===== src/rtl/wdt_pkg.sv =====
package wdt_pkg;

   typedef enum logic {
      PH_RUN   = 1'b0,
      PH_RESET = 1'b1
   } wdt_phase_e;

endpackage


===== src/rtl/wdt_clr_decode.sv =====
module wdt_clr_decode #(
   parameter int                 IO_AW    = 8,
   parameter logic [IO_AW-1:0]   CLR_ADDR = 8'h26
) (
   input  logic              io_wr_i,
   input  logic [IO_AW-1:0]  io_addr_i,
   output logic              clr_o
);

   // full-width match: no partial decode aliases onto the clear port
   assign clr_o = io_wr_i && (io_addr_i == CLR_ADDR);

endmodule


===== src/rtl/wdt_timeout_cnt.sv =====
module wdt_timeout_cnt #(
   parameter int CNT_W = 2,
   parameter int TERM  = 2
) (
   input  logic clk_i,
   input  logic por_i,
   input  logic tick_i,
   input  logic clr_i,
   input  logic hold_i,
   output logic fire_o
);

   localparam logic [CNT_W-1:0] TERM_V = CNT_W'(TERM);

   logic [CNT_W-1:0] cnt_q;
   logic             at_term;

   assign at_term = (cnt_q == TERM_V);
   // a tick at the terminal value fires instead of advancing
   assign fire_o  = tick_i && !clr_i && !hold_i && at_term;

   always_ff @(posedge clk_i or posedge por_i) begin
      if (por_i) begin
         cnt_q <= '0;
      end else if (hold_i || clr_i) begin
         cnt_q <= '0;
      end else if (tick_i) begin
         if (at_term) cnt_q <= '0;
         else         cnt_q <= cnt_q + 1'b1;
      end
   end

endmodule


===== src/rtl/wdt_pulse_gen.sv =====
module wdt_pulse_gen
   import wdt_pkg::*;
#(
   parameter int PULSE_TICKS = 2
) (
   input  logic clk_i,
   input  logic por_i,
   input  logic fire_i,
   input  logic tick_i,
   output logic active_o
);

   wdt_phase_e phase_q;

   assign active_o = (phase_q == PH_RESET);

   generate
      if (PULSE_TICKS == 1) begin : g_single
         always_ff @(posedge clk_i or posedge por_i) begin
            if (por_i) begin
               phase_q <= PH_RUN;
            end else begin
               case (phase_q)
                  PH_RUN:   if (fire_i) phase_q <= PH_RESET;
                  PH_RESET: if (tick_i) phase_q <= PH_RUN;
                  default:  phase_q <= PH_RUN;
               endcase
            end
         end
      end else begin : g_multi
         localparam int          PW   = $clog2(PULSE_TICKS);
         localparam logic [PW-1:0] LAST = PW'(PULSE_TICKS - 1);
         logic [PW-1:0] len_q;

         always_ff @(posedge clk_i or posedge por_i) begin
            if (por_i) begin
               phase_q <= PH_RUN;
               len_q   <= '0;
            end else begin
               case (phase_q)
                  PH_RUN: begin
                     len_q <= '0;
                     if (fire_i) phase_q <= PH_RESET;
                  end
                  PH_RESET: begin
                     if (tick_i) begin
                        if (len_q == LAST) begin
                           phase_q <= PH_RUN;
                           len_q   <= '0;
                        end else begin
                           len_q <= len_q + 1'b1;
                        end
                     end
                  end
                  default: phase_q <= PH_RUN;
               endcase
            end
         end
      end
   endgenerate

endmodule


===== src/rtl/wdt_dev_reg.sv =====
module wdt_dev_reg #(
   parameter int DEV_W = 8
) (
   input  logic             clk_i,
   input  logic             por_i,
   input  logic             wipe_i,
   input  logic             wr_i,
   input  logic [DEV_W-1:0] wdata_i,
   output logic             tx_en_o,
   output logic [DEV_W-2:0] addr_o
);

   logic [DEV_W-1:0] reg_q;

   always_ff @(posedge clk_i or posedge por_i) begin
      if (por_i)      reg_q <= '0;
      else if (wipe_i) reg_q <= '0;
      else if (wr_i)  reg_q <= wdata_i;
   end

   assign tx_en_o = reg_q[DEV_W-1];
   assign addr_o  = reg_q[DEV_W-2:0];

endmodule


===== src/rtl/wdt_rst_seq.sv =====
module wdt_rst_seq #(
   parameter int               IO_AW       = 8,
   parameter logic [IO_AW-1:0] CLR_ADDR    = 8'h26,
   parameter int               CNT_W       = 2,
   parameter int               TERM        = 2,
   parameter int               PULSE_TICKS = 2,
   parameter int               DEV_W       = 8
) (
   input  logic             clk_i,
   input  logic             por_i,
   input  logic             tick_long_i,
   input  logic             tick_short_i,
   input  logic             io_wr_i,
   input  logic [IO_AW-1:0] io_addr_i,
   input  logic             stat_wr_i,
   input  logic             stat_wdata_i,
   input  logic             dev_wr_i,
   input  logic [DEV_W-1:0] dev_wdata_i,
   output logic             rst_req_o,
   output logic             wdt_flag_o,
   output logic             tx_en_o,
   output logic [DEV_W-2:0] dev_addr_o
);

   localparam int CNT_MAX = (1 << CNT_W) - 1;

   generate
      if (TERM < 1 || TERM > CNT_MAX) begin : g_bad_term
         $error("TERM must lie in 1..2**CNT_W-1");
      end
      if (PULSE_TICKS < 1) begin : g_bad_pulse
         $error("PULSE_TICKS must be at least 1");
      end
      if (DEV_W < 2) begin : g_bad_dev
         $error("DEV_W must be at least 2");
      end
   endgenerate

   logic clr;
   logic fire;
   logic active;
   logic flag_q;

   wdt_clr_decode #(.IO_AW(IO_AW), .CLR_ADDR(CLR_ADDR)) u_dec (
      .io_wr_i   (io_wr_i),
      .io_addr_i (io_addr_i),
      .clr_o     (clr)
   );

   wdt_timeout_cnt #(.CNT_W(CNT_W), .TERM(TERM)) u_cnt (
      .clk_i  (clk_i),
      .por_i  (por_i),
      .tick_i (tick_long_i),
      .clr_i  (clr),
      .hold_i (active),
      .fire_o (fire)
   );

   wdt_pulse_gen #(.PULSE_TICKS(PULSE_TICKS)) u_pulse (
      .clk_i    (clk_i),
      .por_i    (por_i),
      .fire_i   (fire),
      .tick_i   (tick_short_i),
      .active_o (active)
   );

   wdt_dev_reg #(.DEV_W(DEV_W)) u_dev (
      .clk_i   (clk_i),
      .por_i   (por_i),
      .wipe_i  (fire || active),
      .wr_i    (dev_wr_i),
      .wdata_i (dev_wdata_i),
      .tx_en_o (tx_en_o),
      .addr_o  (dev_addr_o)
   );

   // sticky cause flag: set beats firmware clear
   always_ff @(posedge clk_i or posedge por_i) begin
      if (por_i)                           flag_q <= 1'b0;
      else if (fire)                       flag_q <= 1'b1;
      else if (stat_wr_i && !stat_wdata_i) flag_q <= 1'b0;
   end

   assign rst_req_o  = active;
   assign wdt_flag_o = flag_q;

endmodule


===== config.mk =====
export PLATFORM = sky130hd
export DESIGN_NAME = wdt_rst_seq
export DESIGN_NICKNAME = d
export VERILOG_FILES = /design/src/rtl/wdt_pkg.sv /design/src/rtl/wdt_clr_decode.sv /design/src/rtl/wdt_timeout_cnt.sv /design/src/rtl/wdt_pulse_gen.sv /design/src/rtl/wdt_dev_reg.sv /design/src/rtl/wdt_rst_seq.sv
export SDC_FILE = /design/constraint.sdc
export NUM_CORES = 1
export LEC_CHECK = 0
export ABC_CLOCK_PERIOD_IN_PS = 1860
export BUFFER_PORTS_ARGS = -buffer_cell sky130_fd_sc_hd__buf_2
export CAP_MARGIN = 10
export CORE_UTILIZATION = 41
export CTS_CLUSTER_DIAMETER = 120
export DETAILED_ROUTE_END_ITERATION = 7
export PLACE_DENSITY = 0.81
export REMOVE_ABC_BUFFERS = 1
export SLEW_MARGIN = 20
export SYNTH_ARGS = -nofsm -noshare
export SYNTH_HDL_FRONTEND = slang
export SYNTH_HIERARCHICAL = 1
export SYNTH_SLANG_ARGS = --single-unit

===== constraint.sdc =====
create_clock -name clk_i -period 1.86 [get_ports clk_i]
set_clock_uncertainty 0.05 [all_clocks]
set_input_delay 0.372 -clock clk_i [delete_from_list [all_inputs] [get_ports clk_i]]
set_output_delay 0.372 -clock clk_i [all_outputs]
set_load 0.01 [all_outputs]

# [Word-level counts from Yosys, hierarchy flattened]
# Cells that the tools add are included.
[op_classes] addsub=2 n_eq_ne=3 muxes=14 bitwise_logic=1 n_reduce_logical=13
[ops] operator="$mux W8" n=2
[ops] operator="$eq A8 B6 Y1 const B" n=1
[ops] operator="$mux W1" n=7
[ops] operator="$mux W2" n=3
[ops] operator="$reduce_bool A2 Y1" n=3
[ops] operator="$logic_and A1 B1 Y1" n=5
[ops] operator="$pmux W1 S2" n=2
[ops] operator="$logic_not A1 Y1" n=3
[ops] operator="$add A2 B1 Y2 const B" n=1
[ops] operator="$eq A2 B2 Y1 const B" n=1
[ops] operator="$logic_or A1 B1 Y1" n=2
[ops] operator="$ne A2 B2 Y1 const B" n=1
[ops] operator="$add A1 B1 Y1 const B" n=1
[ops] operator="$not A1 Y1" n=1
[word_totals] ff_bits=13 inputBits=24 out_inout_bits=10 elab_cells=38

# [Depth between registers and ports, before layout]
[logic_depth] depth_word=8 ltp_mapped=6 ltp_nobuf=5

# [By module]
# The synthesis kept the hierarchy.
[modules_own_cells] mod="wdt_dev_reg" n_inst=1 cells_each=27 area_per_inst_um2=329.1
[modules_own_cells] mod="wdt_timeout_cnt" n_inst=1 cells_each=11 area_per_inst_um2=115.1
[modules_own_cells] mod="wdt_pulse_gen" n_inst=1 cells_each=7 area_per_inst_um2=78.8
[modules_own_cells] mod="wdt_rst_seq" n_inst=1 cells_each=5 area_per_inst_um2=48.8
[modules_own_cells] mod="wdt_clr_decode" n_inst=1 cells_each=3 area_per_inst_um2=27.5

# [Worst setup path after synthesis]
# OpenSTA, ideal clock, no wires.
[synth_timing] path_type="input -> register" from="in io_addr_i[1]" to="reg u_dev.reg_q[0]" arrival_ns=1.383 required_time_ns=1.682 path_slack_ns=0.298 path_stages=6 n_path_buf=1 path_cell_list="nor3b_1 > and4b_1 > nor3_1 > or2_1 > buf_1 > nor2_1"
[synth_via] elab_chain_len=8 elab_cells_between_ends=9
[synth_rtl] element="start: declaration" line="wdt_rst_seq.sv:14" text="input logic [IO_AW-1:0] io_addr_i,"
[synth_rtl] element="$eq A8 B6 Y1 (*)" line="wdt_clr_decode.sv:11" text="assign clr_o = io_wr_i && (io_addr_i == CLR_ADDR);"
[synth_rtl] element="$logic_and A1 B1 Y1 (*)" line="wdt_clr_decode.sv:11"
[synth_rtl] element="net clr" line="wdt_rst_seq.sv:39" text="logic clr;"
[synth_rtl] element="$logic_not A1 Y1 (*)" line="wdt_timeout_cnt.sv:20" text="assign fire_o = tick_i && !clr_i && !hold_i && at_term;"
[synth_rtl] element="$logic_and A1 B1 Y1 (*) (3 in a row)" line="wdt_timeout_cnt.sv:20"
[synth_rtl] element="net fire" line="wdt_rst_seq.sv:40" text="logic fire;"
[synth_rtl] element="$logic_or A1 B1 Y1 (*)" line="wdt_rst_seq.sv:70" text=".wipe_i (fire || active),"
[synth_rtl] element="$mux W8 or $reduce_bool A2 Y1 (tied branches)"
[synth_rtl] element="end signal: assignment" line="wdt_dev_reg.sv:18" text="else if (wr_i) reg_q <= wdata_i;"
[synth_rtl] element="end: declaration" line="wdt_dev_reg.sv:13" text="logic [DEV_W-1:0] reg_q;"
# Mark *: on every way through the listed nets, which the timed path passes. The rest lies on a longest branch.
# A chain may end at the register's enable or synchronous reset.

# [Worst setup path after layout]
[layout_timing] from="in io_addr_i[7]" to="reg u_dev.reg_q[1]"
# The elaborated chain is that of the path after synthesis.

==> flow_summary.ini <==
[timing]
finalCriticalPeriod_ps = 1410
slew_headroom = 0.804
finalCritPeriodShare = 0.760
final-hold-violation-count = 0
fin_setup_tns_ps = 0
tightestPinTransition_ps = 292
setup_ws_ps = 447
finalMaxSlewViolations = 0
finalSetupViolCount = 0
rsz0062_at_grt = no
fmax_mhz = 708

[floorplanning]
pin_count = 34
die_area_mm2 = 0.00162
die_x_um = 40.2
fp.coreArea_mm2 = 0.00133
die_h_um = 40.2
initial_core_util = 0.449
core.rowCount = 13

[synthesis]
synth.distinct_cells = 20
synth_top_area_frac = 0.543
synthXorXnorAreaFrac = 0.0146
synth_top_area_cell = dfrtp_1
syn_area_um2 = 599
yosys-top-cells-area = dfrtp_1, mux2i_1, nor2_1
postSynthCellCount = 53
synth_seq_area_share = 0.543
yosysWarnings = 6
synthMuxAreaShare = 0.134
synth_compound_area_frac = 0.0564
synth_seq_cells = 13
synth_simple_gate_area_share = 0.203
synth_area_per_cell_um2 = 11.3
synth_top_family_by_area = simple AND/OR/NAND/NOR gates
synth_fa_ha_area_frac = 0

[clocking]
clk-insertion-delay-late_ps = 260
clock_sinks = 13
cts_resized = 0
path_clk_slew_ps = 80
clk_path_buf_depth = 2
cts_inserted_buffers = 3
cts_htree_levels = 1
cts_root_buf = clkbuf_4
cts_tree = built

[placement]
place.gp.congestion = 0.598
place_ws_ps = 155
dp_hpwl_um = 913
io_buffers = 33
dp_cells = 99

[grt]
grt.overflow.total = 0
grt_max_degree = 9
grt_pass1_vias = 435
grt_pass1_wl_mm = 1.68
antenna_found_initial = 0
grt.total_usage = 0.170

[critical_path]
crit_start = io_addr_i[7]
r2r-start = u_cnt/cnt_q[0]$_DFFE_PP0P_
crit_buf_inv = 1
path_cells = buf_2, nor4bb_1, and4b_1, nor3_1, or2_1, nor2_1
slowest_stage = or2_1
worstSetupPathType = input port to flip-flop
setup.worst_path.start_class = input port
worstSetupEndpointType = flip-flop
critPathMaxStageDelay_ps = 340
cp_data_arrival_time_ps = 1560
r2r_slack_ps = 500
critical_path_required_ps = 2010
rr_endpoint = u_dev/reg_q[6]$_DFFE_PP0P_
rr_worst_depth = 4
cp_max_fo = 8
path_delay_family = simple AND/OR/NAND/NOR gates

[routing]
first_pass_iters = 2
drc = 0
drt_iter0_markers = 4
routed_wl_mm = 1.11
drtAntennaViolNets = 0
routed-via-count = 494
wire_per_inst_um = 10.7
vias_per_cell = 4.75

[layout]
fill_cells = 138
diodes = 0
fin_cells = 104
synthToLayoutAreaGrowth_pct = 34.2
final_nets = 114
drive_gt1_frac = 0.416

[pwr]
p_leak_nw = 0.466
p_per_area_mw_per_mm2 = 1150
p_total_w = 0.000926
peakVddDrop_mv = 0.642

[flow_run]
maxCapViolations = 0

[min_path]
min_path_type = input port to flip-flop
hold_depth = 2
hold_start = tick_short_i
min_to = u_pulse/active_o$_DFF_PP0_

[outcome]
status = completed
==> sequential cells by signal, summed over array words and instances (netlist names) <==
| register | cells |
|---|---|
| wdt_flag_o | 1 |
| u_pulse/active_o | 1 |
| u_pulse/g_multi.len_q | 1 |
| u_cnt/cnt_q | 2 |
| u_dev/reg_q | 8 |
==> how the worst max path moves through the flow <==
stage	slack, ps	endpoint	cells after the start
2_1_floorplan	380	u_dev/reg_q[0]$_DFFE_PP0P_	5
3_3_place_gp	180	u_dev/reg_q[5]$_DFFE_PP0P_	6
3_5_place_dp	150	u_dev/reg_q[1]$_DFFE_PP0P_	6
4_1_cts	440	u_dev/reg_q[1]$_DFFE_PP0P_	6
5_1_grt	350	u_dev/reg_q[7]$_DFFE_PP0P_	6
6_report	450	u_dev/reg_q[1]$_DFFE_PP0P_	6
==> cells in the mapped netlist <==
| master | number |
|---|---|
| a211oi_1 | 1 |
| nor4bb_1 | 1 |
| nand2b_1 | 3 |
| xor2_1 | 1 |
| dfrtp_1 | 13 |
| nor3_1 | 1 |
| nor3b_1 | 1 |
| and4b_1 | 1 |
| or2_1 | 1 |
| a21o_1 | 1 |
| or3b_1 | 1 |
| and2_1 | 1 |
| a31oi_1 | 1 |
| nand3b_1 | 2 |
| buf_1 | 1 |
| a211oi_2 | 1 |
| mux2i_1 | 8 |
| buf_6 | 1 |
| inv_1 | 4 |
| nor2_1 | 9 |
==> placed cells by master (no fill, tap or decap), drive strengths merged <==
cell type and n:
clkbuf 4, inv 4, and2 1, or3b 1, a211oi 2, nand3b 2, dfrtp 13, dlygate4sd3 1
and4b 1, or2 1, a21o 1, mux2i 8, nor3b 1, xor2 1, nor2 9, nor4bb 1
buf 33, nand2b 3, a31oi 1, nor3 1
==> area by class of cell <==
type	instances	area [um^2]	share of cell area
Clock buffer	4	26.3	0.0327
Inverter	4	15.0	0.0187
Multi-Input combinational cell	34	244	0.303
Sequential cell	13	325	0.404
Tap cell	15	18.8	0.0233
Timing Repair Buffer	34	175	0.218
==> routing by layer <==
layer,global-route usage,share of wire,vias up,wire [um]
met5,0,0,-,0
met1,0.181,0.44,220,483
met3,0.0667,0.074,0,82
li1,-,-,251,-
met2,0.282,0.49,23,543
met4,0.100,0,0,0
==> what timing repair did <==
item	4_1_cts	5_1_grt
endpoints found under the hold margin	5	0
setup buffers	0	0
hold buffers	1	0
==> cell families (layout without fill, tap and decap cells) <==
group,count (synthesis),after routing
AOI/OAI and AO/OA,4,4
buffers and inverters,6,42
muxes,8,8
DFF,13,13
and+or+nand+nor,21,21
xor gates and xnor gates,1,1
==> worst register-to-register path, delay by kind of cell, from the launching register on <==
family | cells | cell delay (ps)
AND/OR/NAND/NOR | 4 | 780
flip-flops | 1 | 400
==> where the power goes <==
group	switching, W	internal (W)
registers	0.0000711	0.000383
logic	0.000155	0.000150
clock network	0.0000834	0.0000829
total	0.000309	0.000617
==> metrics by stage <==
stage / hold slack [ps] / cell area (um^2) / utilization
final: 263 / 805 / 0.603
after global routing: 244 / 805 / 0.603
after CTS: 255 / 805 / 0.603
after detailed placement: 194 / 768 / 0.576
after global placement: 191 / 768 / 0.576
after floorplan: 50.7 / 584 / -
(Power assumes the default switching activity.)
